--- src/rtl/clock24_pkg.sv ---
package clock24_pkg;

  // Segment pattern for one decimal digit, bit 0 = segment a
  function automatic logic [6:0] digit_segments(input logic [3:0] d);
    logic [6:0] s;
    case (d)
      4'd0: s = 7'h3F;
      4'd1: s = 7'h06;
      4'd2: s = 7'h5B;
      4'd3: s = 7'h4F;
      4'd4: s = 7'h66;
      4'd5: s = 7'h6D;
      4'd6: s = 7'h7D;
      4'd7: s = 7'h07;
      4'd8: s = 7'h7F;
      4'd9: s = 7'h6F;
      default: s = 7'h00;
    endcase
    return s;
  endfunction

  function automatic logic [3:0] tens_digit(input logic [6:0] v);
    return 4'(v / 7'd10);
  endfunction

  function automatic logic [3:0] units_digit(input logic [6:0] v);
    return 4'(v % 7'd10);
  endfunction

endpackage

--- src/rtl/clock24_btn.sv ---
module clock24_btn #(
  parameter int SYNC_STAGES = 2
) (
  input  logic clk,
  input  logic rst,
  input  logic btn_n,
  output logic press
);
  logic [SYNC_STAGES-1:0] sync_q;
  logic                   level_q;

  always_ff @(posedge clk) begin
    if (rst) begin
      sync_q  <= '1;
      level_q <= 1'b1;
    end else begin
      sync_q  <= {sync_q[SYNC_STAGES-2:0], btn_n};
      level_q <= sync_q[SYNC_STAGES-1];
    end
  end

  assign press = level_q & ~sync_q[SYNC_STAGES-1];

  // one press gives a single-cycle event
  p_single_event_r7: assert property (@(posedge clk) disable iff (rst)
    press |=> !press);

endmodule

--- src/rtl/clock24_divider.sv ---
module clock24_divider #(
  parameter int unsigned DIV = 27_000_000
) (
  input  logic clk,
  input  logic rst,
  output logic tick
);
  localparam int CW = (DIV > 1) ? $clog2(DIV) : 1;
  localparam logic [CW-1:0] LAST = CW'(DIV - 1);

  logic [CW-1:0] count_q;

  always_ff @(posedge clk) begin
    if (rst)            count_q <= '0;
    else if (tick)      count_q <= '0;
    else                count_q <= count_q + 1'b1;
  end

  assign tick = (count_q == LAST);

  // counter never passes the terminal count
  p_count_range_r2: assert property (@(posedge clk) disable iff (rst)
    count_q <= LAST);

  generate
    if (DIV > 1) begin : g_gap
      // two ticks are never adjacent
      p_tick_gap_r2: assert property (@(posedge clk) disable iff (rst)
        tick |=> !tick);
    end
  endgenerate

endmodule

--- src/rtl/clock24_modctr.sv ---
module clock24_modctr #(
  parameter int unsigned MODULUS = 60
) (
  input  logic                       clk,
  input  logic                       rst,
  input  logic                       clr,
  input  logic                       inc_a,
  input  logic                       inc_b,
  output logic [$clog2(MODULUS)-1:0] value,
  output logic                       wrap
);
  localparam int W = $clog2(MODULUS);
  localparam logic [W:0] MODV = (W+1)'(MODULUS);

  logic [W:0]   sum;
  logic [W-1:0] next_val;

  always_comb begin
    sum  = {1'b0, value} + (W+1)'(inc_a) + (W+1)'(inc_b);
    wrap = !clr && (sum >= MODV);
    if (clr)       next_val = '0;
    else if (wrap) next_val = W'(sum - MODV);
    else           next_val = W'(sum);
  end

  always_ff @(posedge clk) begin
    if (rst) value <= '0;
    else     value <= next_val;
  end

  // value stays inside its modulus
  p_value_range_r5: assert property (@(posedge clk) disable iff (rst)
    value < W'(MODULUS));

  // a clear lands on zero
  p_clear_zero_r4: assert property (@(posedge clk) disable iff (rst)
    clr |=> value == '0);

endmodule

--- src/rtl/clock24_core.sv ---
module clock24_core #(
  parameter int unsigned TICK_DIV    = 27_000_000,
  parameter int          SYNC_STAGES = 2
) (
  input  logic       clk,
  input  logic       rst,
  input  logic       btn_clear_n,
  input  logic       btn_min_n,
  input  logic       btn_hour_n,
  input  logic       btn_view_n,
  output logic [6:0] seg_hi_tens,
  output logic [6:0] seg_hi_units,
  output logic [6:0] seg_lo_tens,
  output logic [6:0] seg_lo_units
);
  import clock24_pkg::*;

  localparam int unsigned SEC_MOD  = 60;
  localparam int unsigned MIN_MOD  = 60;
  localparam int unsigned HR_MOD   = 24;
  localparam int SEC_W = $clog2(SEC_MOD);
  localparam int MIN_W = $clog2(MIN_MOD);
  localparam int HR_W  = $clog2(HR_MOD);
  localparam logic [SEC_W-1:0] ROUND_AT = SEC_W'(SEC_MOD / 2);

  // named internal events
  logic sec_tick, clear_ev, min_ev, hour_ev, view_ev;
  logic sec_wrap, round_carry, sec_carry, min_wrap, hr_wrap;
  logic [SEC_W-1:0] sec_val;
  logic [MIN_W-1:0] min_val;
  logic [HR_W-1:0]  hr_val;
  logic             view_ms_q;

  clock24_divider #(.DIV(TICK_DIV)) u_div (
    .clk(clk), .rst(rst), .tick(sec_tick));

  clock24_btn #(.SYNC_STAGES(SYNC_STAGES)) u_btn_clear (
    .clk(clk), .rst(rst), .btn_n(btn_clear_n), .press(clear_ev));
  clock24_btn #(.SYNC_STAGES(SYNC_STAGES)) u_btn_min (
    .clk(clk), .rst(rst), .btn_n(btn_min_n), .press(min_ev));
  clock24_btn #(.SYNC_STAGES(SYNC_STAGES)) u_btn_hour (
    .clk(clk), .rst(rst), .btn_n(btn_hour_n), .press(hour_ev));
  clock24_btn #(.SYNC_STAGES(SYNC_STAGES)) u_btn_view (
    .clk(clk), .rst(rst), .btn_n(btn_view_n), .press(view_ev));

  clock24_modctr #(.MODULUS(SEC_MOD)) u_sec (
    .clk(clk), .rst(rst), .clr(clear_ev), .inc_a(sec_tick), .inc_b(1'b0),
    .value(sec_val), .wrap(sec_wrap));

  assign round_carry = clear_ev && (sec_val >= ROUND_AT);
  assign sec_carry   = sec_wrap | round_carry;

  clock24_modctr #(.MODULUS(MIN_MOD)) u_min (
    .clk(clk), .rst(rst), .clr(1'b0), .inc_a(sec_carry), .inc_b(min_ev),
    .value(min_val), .wrap(min_wrap));

  clock24_modctr #(.MODULUS(HR_MOD)) u_hr (
    .clk(clk), .rst(rst), .clr(1'b0), .inc_a(min_wrap), .inc_b(hour_ev),
    .value(hr_val), .wrap(hr_wrap));

  always_ff @(posedge clk) begin
    if (rst)          view_ms_q <= 1'b0;
    else if (view_ev) view_ms_q <= ~view_ms_q;
  end

  logic [6:0] hi_val, lo_val;
  always_comb begin
    if (view_ms_q) begin
      hi_val = 7'(min_val);
      lo_val = 7'(sec_val);
    end else begin
      hi_val = 7'(hr_val);
      lo_val = 7'(min_val);
    end
  end

  assign seg_hi_tens  = digit_segments(tens_digit(hi_val));
  assign seg_hi_units = digit_segments(units_digit(hi_val));
  assign seg_lo_tens  = digit_segments(tens_digit(lo_val));
  assign seg_lo_units = digit_segments(units_digit(lo_val));

  // rounding up carries exactly one minute
  p_round_up_r4: assert property (@(posedge clk) disable iff (rst)
    (clear_ev && sec_val >= ROUND_AT && !min_ev) |=>
      (min_val == (($past(min_val) == MIN_W'(MIN_MOD-1)) ? '0 : $past(min_val) + 1'b1)));

  // clearing below the threshold leaves minutes alone
  p_round_down_r4: assert property (@(posedge clk) disable iff (rst)
    (clear_ev && sec_val < ROUND_AT && !min_ev) |=> $stable(min_val));

  // tick at 59 without clear gives 0
  p_sec_wrap_r3: assert property (@(posedge clk) disable iff (rst)
    (sec_tick && !clear_ev && sec_val == SEC_W'(SEC_MOD-1)) |=> sec_val == '0);

  // hour set at 23 alone wraps to 0
  p_hour_wrap_r6: assert property (@(posedge clk) disable iff (rst)
    (hour_ev && !min_wrap && hr_val == HR_W'(HR_MOD-1)) |=> hr_val == '0);

  // a view event flips the view
  p_view_toggle_r8: assert property (@(posedge clk) disable iff (rst)
    view_ev |=> view_ms_q != $past(view_ms_q));

  // every digit is a valid pattern
  p_seg_valid_r9: assert property (@(posedge clk) disable iff (rst)
    seg_hi_tens != 7'h00 && seg_lo_units != 7'h00);

endmodule

--- config.mk ---
export PLATFORM = sky130hd
export DESIGN_NAME = clock24_core
export DESIGN_NICKNAME = d
export VERILOG_FILES = /design/src/rtl/clock24_pkg.sv /design/src/rtl/clock24_btn.sv /design/src/rtl/clock24_divider.sv /design/src/rtl/clock24_modctr.sv /design/src/rtl/clock24_core.sv
export SDC_FILE = /design/constraint.sdc
export NUM_CORES = 1
export LEC_CHECK = 0
export BUFFER_PORTS_ARGS = -buffer_cell sky130_fd_sc_hd__clkbuf_2
export CAP_MARGIN = 10
export CORE_ASPECT_RATIO = 1.1
export CORE_UTILIZATION = 45
export DETAILED_ROUTE_END_ITERATION = 6
export PLACE_DENSITY = 0.64
export SKIP_LAST_GASP = 1
export SLEW_MARGIN = 0
export SYNTH_ARGS = -nofsm -noshare
export SYNTH_HDL_FRONTEND = slang
export SYNTH_SLANG_ARGS = --single-unit
--- constraint.sdc ---
create_clock -name clk -period 8.06 [get_ports clk]
set_input_delay 1.612 -clock clk [delete_from_list [all_inputs] [get_ports clk]]
set_output_delay 1.612 -clock clk [all_outputs]
set_load 0.02 [all_outputs]
== After elaboration in Yosys (flattened, before gate mapping) ==
Memories as Yosys holds them, arrays and structs flattened.
Cells that the tools add are included.

* Bits in registers: 55
* Bits in read-only memories: 448
* Input bits: 6
* Output and inout port bits: 28
* Word-level logic and storage cells: 55
* Memories: 4

* Add/sub/neg operators: 9
* Divide/modulo/power cells: 4
* Magnitude comparators: 4
* Equality and inequality tests: 1
* Mux-type cells: 5
* Bitwise logic cells: 10
* Reductions and logical operators: 5

{| class="wikitable"
|+ Memory list
! name !! words !! bits a word !! read ports !! clocked after Yosys merged registers in !! wr ports !! RTL line !! text
|-
| (no name shown) || 16 || 7 || 1 || 0 || 0 || clock24_pkg.sv:6 || <nowiki>case (d)</nowiki>
|-
| (no name shown) || 16 || 7 || 1 || 0 || 0 || clock24_pkg.sv:6 ||
|-
| (no name shown) || 16 || 7 || 1 || 0 || 0 || clock24_pkg.sv:6 ||
|-
| (no name shown) || 16 || 7 || 1 || 0 || 0 || clock24_pkg.sv:6 ||
|}

{| class="wikitable"
|+ Operators with widths
! kind !! count
|-
| adder 25 x 1 -> 25 bit, second input constant || 1
|-
| == test 25 bit, second input constant || 1
|-
| 2-to-1 mux 6 bit || 4
|-
| adder 6 x 1 -> 7 bit || 2
|-
| divider 7 x 4 -> 7 bit, second input constant || 2
|-
| >= comparator 7 x 6 -> 1 bit, second input constant || 2
|-
| modulo 7 x 4 -> 7 bit, second input constant || 2
|-
| >= comparator 6 x 5 -> 1 bit, second input constant || 2
|-
| subtractor 6 bit, second input constant || 2
|-
| adder 7 x 1 -> 7 bit || 1
|-
| adder 5 x 1 -> 6 bit || 1
|-
| adder 6 x 1 -> 6 bit || 1
|-
| 2-to-1 mux 5 bit || 1
|-
| inverter 1 bit || 5
|-
| subtractor 5 bit, second input constant || 1
|-
| AND 1 bit || 4
|-
| OR reduction 2 bit || 2
|-
| logical AND 1 bit || 2
|-
| logical NOT 1 bit || 1
|-
| OR 1 bit || 1
|}

== Depth between registers and ports, before layout ==
* Depth in word-level cells: 12
* Mapped depth: 26
* Gate-level depth less buffers: 25

== By module ==
A second synthesis with hierarchy kept.

* Cell total of the unflattened synthesis: 529
* Area total of the unflattened synthesis: 4,475.5 sq um

{| class="wikitable"
|+ By module, submodules not included
! module !! times used !! cells each !! area each (sq um) !! seq. area each (sq um)
|-
| clock24_core || 1 || 229 || 1,744.2 || 20.0
|-
| clock24_divider || 1 || 147 || 1,241.2 || 500.5
|-
| clock24_modctr (u_min ...) || 2 || 46 || 426.7 || 120.1
|-
| clock24_btn || 4 || 7 || 85.1 || 60.1
|-
| clock24_modctr (u_hr) || 1 || 33 || 296.5 || 100.1
|}

== Worst setup path before layout ==
No wires, ideal clock.

* Kind: register to output
* From: reg view_ms_q
* To: out seg_lo_units[5]
* Data arrival time: 4.853 ns
* Required time: 6.448 ns
* Setup slack: 1.595 ns
* Stages on the path, launching flop included: 25
* Buffers on the path: 1
* Path through: dfxtp_1 -> buf_6 -> nand2b_2 -> nand2_1 -> ha_1 -> inv_1 -> o211ai_4 -> o21ai_4 -> a21oi_4 -> ha_1 -> a221oi_2 -> a21o_4 -> inv_4 -> xnor2_1 -> ha_1 -> o31a_1 -> o21a_2 -> nor2_8 -> a21oi_4 -> xor2_1 -> ha_1 -> and3_1 -> a32oi_1 -> o211ai_2 -> o211ai_1

* Word-level cells in the longest chain between the ends: 3

{| class="wikitable"
|+ RTL lines
! element !! RTL line !! text
|-
| start, declared || clock24_core.sv:32 || <nowiki>logic view_ms_q;</nowiki>
|-
| start signal, assigned || clock24_core.sv:63 || <nowiki>else if (view_ev) view_ms_q <= ~view_ms_q;</nowiki>
|-
| 2-to-1 mux 6 bit || clock24_core.sv:68 || <nowiki>if (view_ms_q) begin</nowiki>
|-
| modulo 7 x 4 -> 7 bit || clock24_pkg.sv:27 || <nowiki>return 4'(v % 7'd10);</nowiki>
|-
| memory read (16 x 7 bit) || -- ||
|-
| end, declared || clock24_core.sv:14 || <nowiki>output logic [6:0] seg_lo_units</nowiki>
|}

Every way passes these cells.

== Final worst setup path ==
Same ends and word-level chain as after synthesis.

==> results.toml <==
[status]
outcome = "finished, violations left"
failed_checks = "design-rule violations"

[die]
initial_core_util_pct = 46.0
die_w_um = 97.6
core_mm2 = 0.00984
row_count = 38
die_h_um = 107
pin_count = 34
die_area_mm2 = 0.0105

[setup_path]
cp_common_cell = "ha_1"
path_max_fanout = 28
cp-startpoint = "view_ms_q"
worstSetupStartpointType = "flip-flop"
crit_path_end = "seg_lo_units[5]"
reg2reg_depth = 25
path_depth = 26
worst-path-buf-inv = 4
timing.rr.start = "u_div.count_q[0]"
cp.required_ns = 6.45
rr_endpoint = "u_hr.value[3]"
critPathKind = "reg -> out"
endpoint_kind = "output pin"
critPathTopFamily = "compound AO/OA/AOI/OAI gates"
worstPathArrival_ns = 5.75
rrSetupSlack_ns = 2.34
cp_slowest_cell = "dfxtp_1"
critPathMaxStageDelay_ns = 0.41

[final_layout]
area.sequential_mm2 = 0.00110
nNetsFinal = 610
drive_gt1_share_pct = 18.3
fill_cells = 968
syn2layout_area_growth_pct = 6.78
layout_common_cells = "nor2_1 (60), dfxtp_1 (55), ha_1 (40)"
multiInputGateArea_mm2 = 0.00320
final_common_cell = "nor2_1"
diodes = 0

[placement]
dp_hpwl_um = 6970
port_buffers = 33
gp_congestion = 0.889
place_ws_ns = 1.03

[sta]
min_period_ns = 7.36
setup_tns_ns = 0
finClkSkew_ns = 0.00687
maxSlewHeadroom_pct = 59.9
max_freq_ghz = 0.136
worst_pin_slew_ns = 0.585
slew_violations = 0
fin_ws_ns = 0.699
final_hold_viol_count = 0
finalCritPeriodShare_pct = 91.3
setup_violations = 0
rsz0062_at_grt = "no"

[route]
wl_per_cell_um = 13.2
wl_um = 9040
avgViaCountPerCell = 5.57
drtPass1Iterations = 6
num_vias = 3804
antenna_left = 0
route.detailed.drc = 13
drt_iter0_markers = 178

[synth]
netlist_instances = 537
ys_dominant_reg_cell = "dfxtp_1"
postSynthRegisterBits = 55
yosys_warnings = 0
synth_edf_count = 0
synthArstFlopShare_pct = 0
synth.yosys.seq_area_share_pct = 24.3
syn_area_mm2 = 0.00452
syn-num-nets = 585
synth_cell_types = 94
syn_area_per_cell_um2 = 8.43

[clock_tree]
cts_root_buf = "clkbuf_8"
tritoncts.num_buffers = 5
cts_tree = "yes"
path_clk_slew_ns = 0.10
postCtsSetupBuffers = 0
clock-sinks = 55
ctsLongestPathBuffers = 2
hold_buffers = 0
clock_latency_ns = 0.30
cts-htree-levels = 2
cts_resized = 0

[job]
max_cap_violations = 0

[power_and_ir_drop]
power_density_mw_per_mm2 = 96.3
vdd_drop_max_mv = 0.122
p_leak_nw = 1.99

[min_path]
hold_class = "reg -> reg"

[global_routing]
grt_pass1_wl_um = 15800
grt_pass1_vias = 3629
antenna_found_initial = 0
grt.total_usage_pct = 17.7
grt_max_degree = 29
grt-ovfl-total = 0
[area by class of cell]
type	count	share of cell area, %
Multi-Input combinational cell	434	66.3
Sequential cell	55	22.8
Timing Repair Buffer	34	3.57
Tap cell	120	3.11
Inverter	32	2.54
Clock buffer	5	1.42
Clock inverter	3	0.311
[Yosys cell counts (9+ instances only)]
cell | count | share of area, %
o21ai_0 | 15 | 1.7
dfxtp_1 | 55 | 24
nand2_1 | 36 | 3.0
or2_2 | 16 | 2.2
inv_1 | 28 | 2.3
and3_1 | 11 | 1.5
ha_1 | 40 | 11
nor3_1 | 16 | 1.8
nor2b_1 | 9 | 1.2
nor2_1 | 60 | 5.0
xor2_1 | 12 | 2.3
or3_1 | 9 | 1.2
nand3_1 | 21 | 2.3
xnor2_1 | 25 | 4.8
a21oi_1 | 21 | 2.3
[power breakdown]
part,switching [mW],internal [mW]
clock network,0.0851,0.0597
logic,0.0245,0.0161
registers,0.00354,0.276
[registers in the layout, indices dropped and copies added, names as in the netlist]
name,count
view_ms_q,1
u_btn_clear.sync_q,2
u_div.count_q,25
u_btn_hour.sync_q,2
u_sec.value,6
u_btn_min.level_q,1
u_btn_hour.level_q,1
u_btn_clear.level_q,1
u_btn_view.sync_q,2
u_min.value,6
u_hr.value,5
u_btn_view.level_q,1
u_btn_min.sync_q,2
[cells by family after synthesis]
group                      after synthesis  share of synthesized area [%]
AOI/OAI and AO/OA                      117                           20.8
xor gates and xnor gates                37                           7.16
adders and majority gates               42                           11.9
buffers and inverters                   48                           4.92
DFF                                     55                           24.3
muxes                                   16                           4.54
and+or+nand+nor                        222                           26.3
[how the worst min path moves through the flow]
| stage | start | to | slack, ns | cells past startpoint |
|---|---|---|---|---|
| 6_report | u_btn_hour.sync_q[0] | u_btn_hour.sync_q[1] | 0.41 | 1 |
| 5_1_grt | u_btn_hour.sync_q[0] | u_btn_hour.sync_q[1] | 0.43 | 1 |
| 4_1_cts | u_btn_hour.sync_q[0] | u_btn_hour.sync_q[1] | 0.42 | 1 |
| 3_5_place_dp | u_btn_hour.sync_q[0] | u_btn_hour.sync_q[1] | 0.39 | 1 |
| 3_3_place_gp | u_btn_hour.sync_q[0] | u_btn_hour.sync_q[1] | 0.40 | 1 |
| 2_1_floorplan | u_btn_clear.sync_q[0] | u_btn_clear.sync_q[1] | 0.39 | 1 |
[per-layer routing]
layer  vias to the layer above  track usage, %  wire, µm
li1                       1950               -         -
met1                      1770            21.9      4330
met2                        67            32.2      4370
met3                        17            1.96       197
met4                         0            5.09       141
met5                         -               0         0
[per-stage QoR]
step / instance area [µm²] / util, % / hold slack, ns / instances / power (mW)
floorplan: 4520 / - / 0.389 / 537 / 0.319
global placement: 4750 / 48.2 / 0.395 / 675 / 0.326
detailed placement: 4750 / 48.2 / 0.394 / 675 / 0.327
CTS: 4830 / 49.1 / 0.418 / 683 / 0.473
global route: 4830 / 49.1 / 0.428 / 683 / 0.487
finish: 4830 / 49.1 / 0.415 / 683 / 0.465
(Power assumes the default switching activity.)
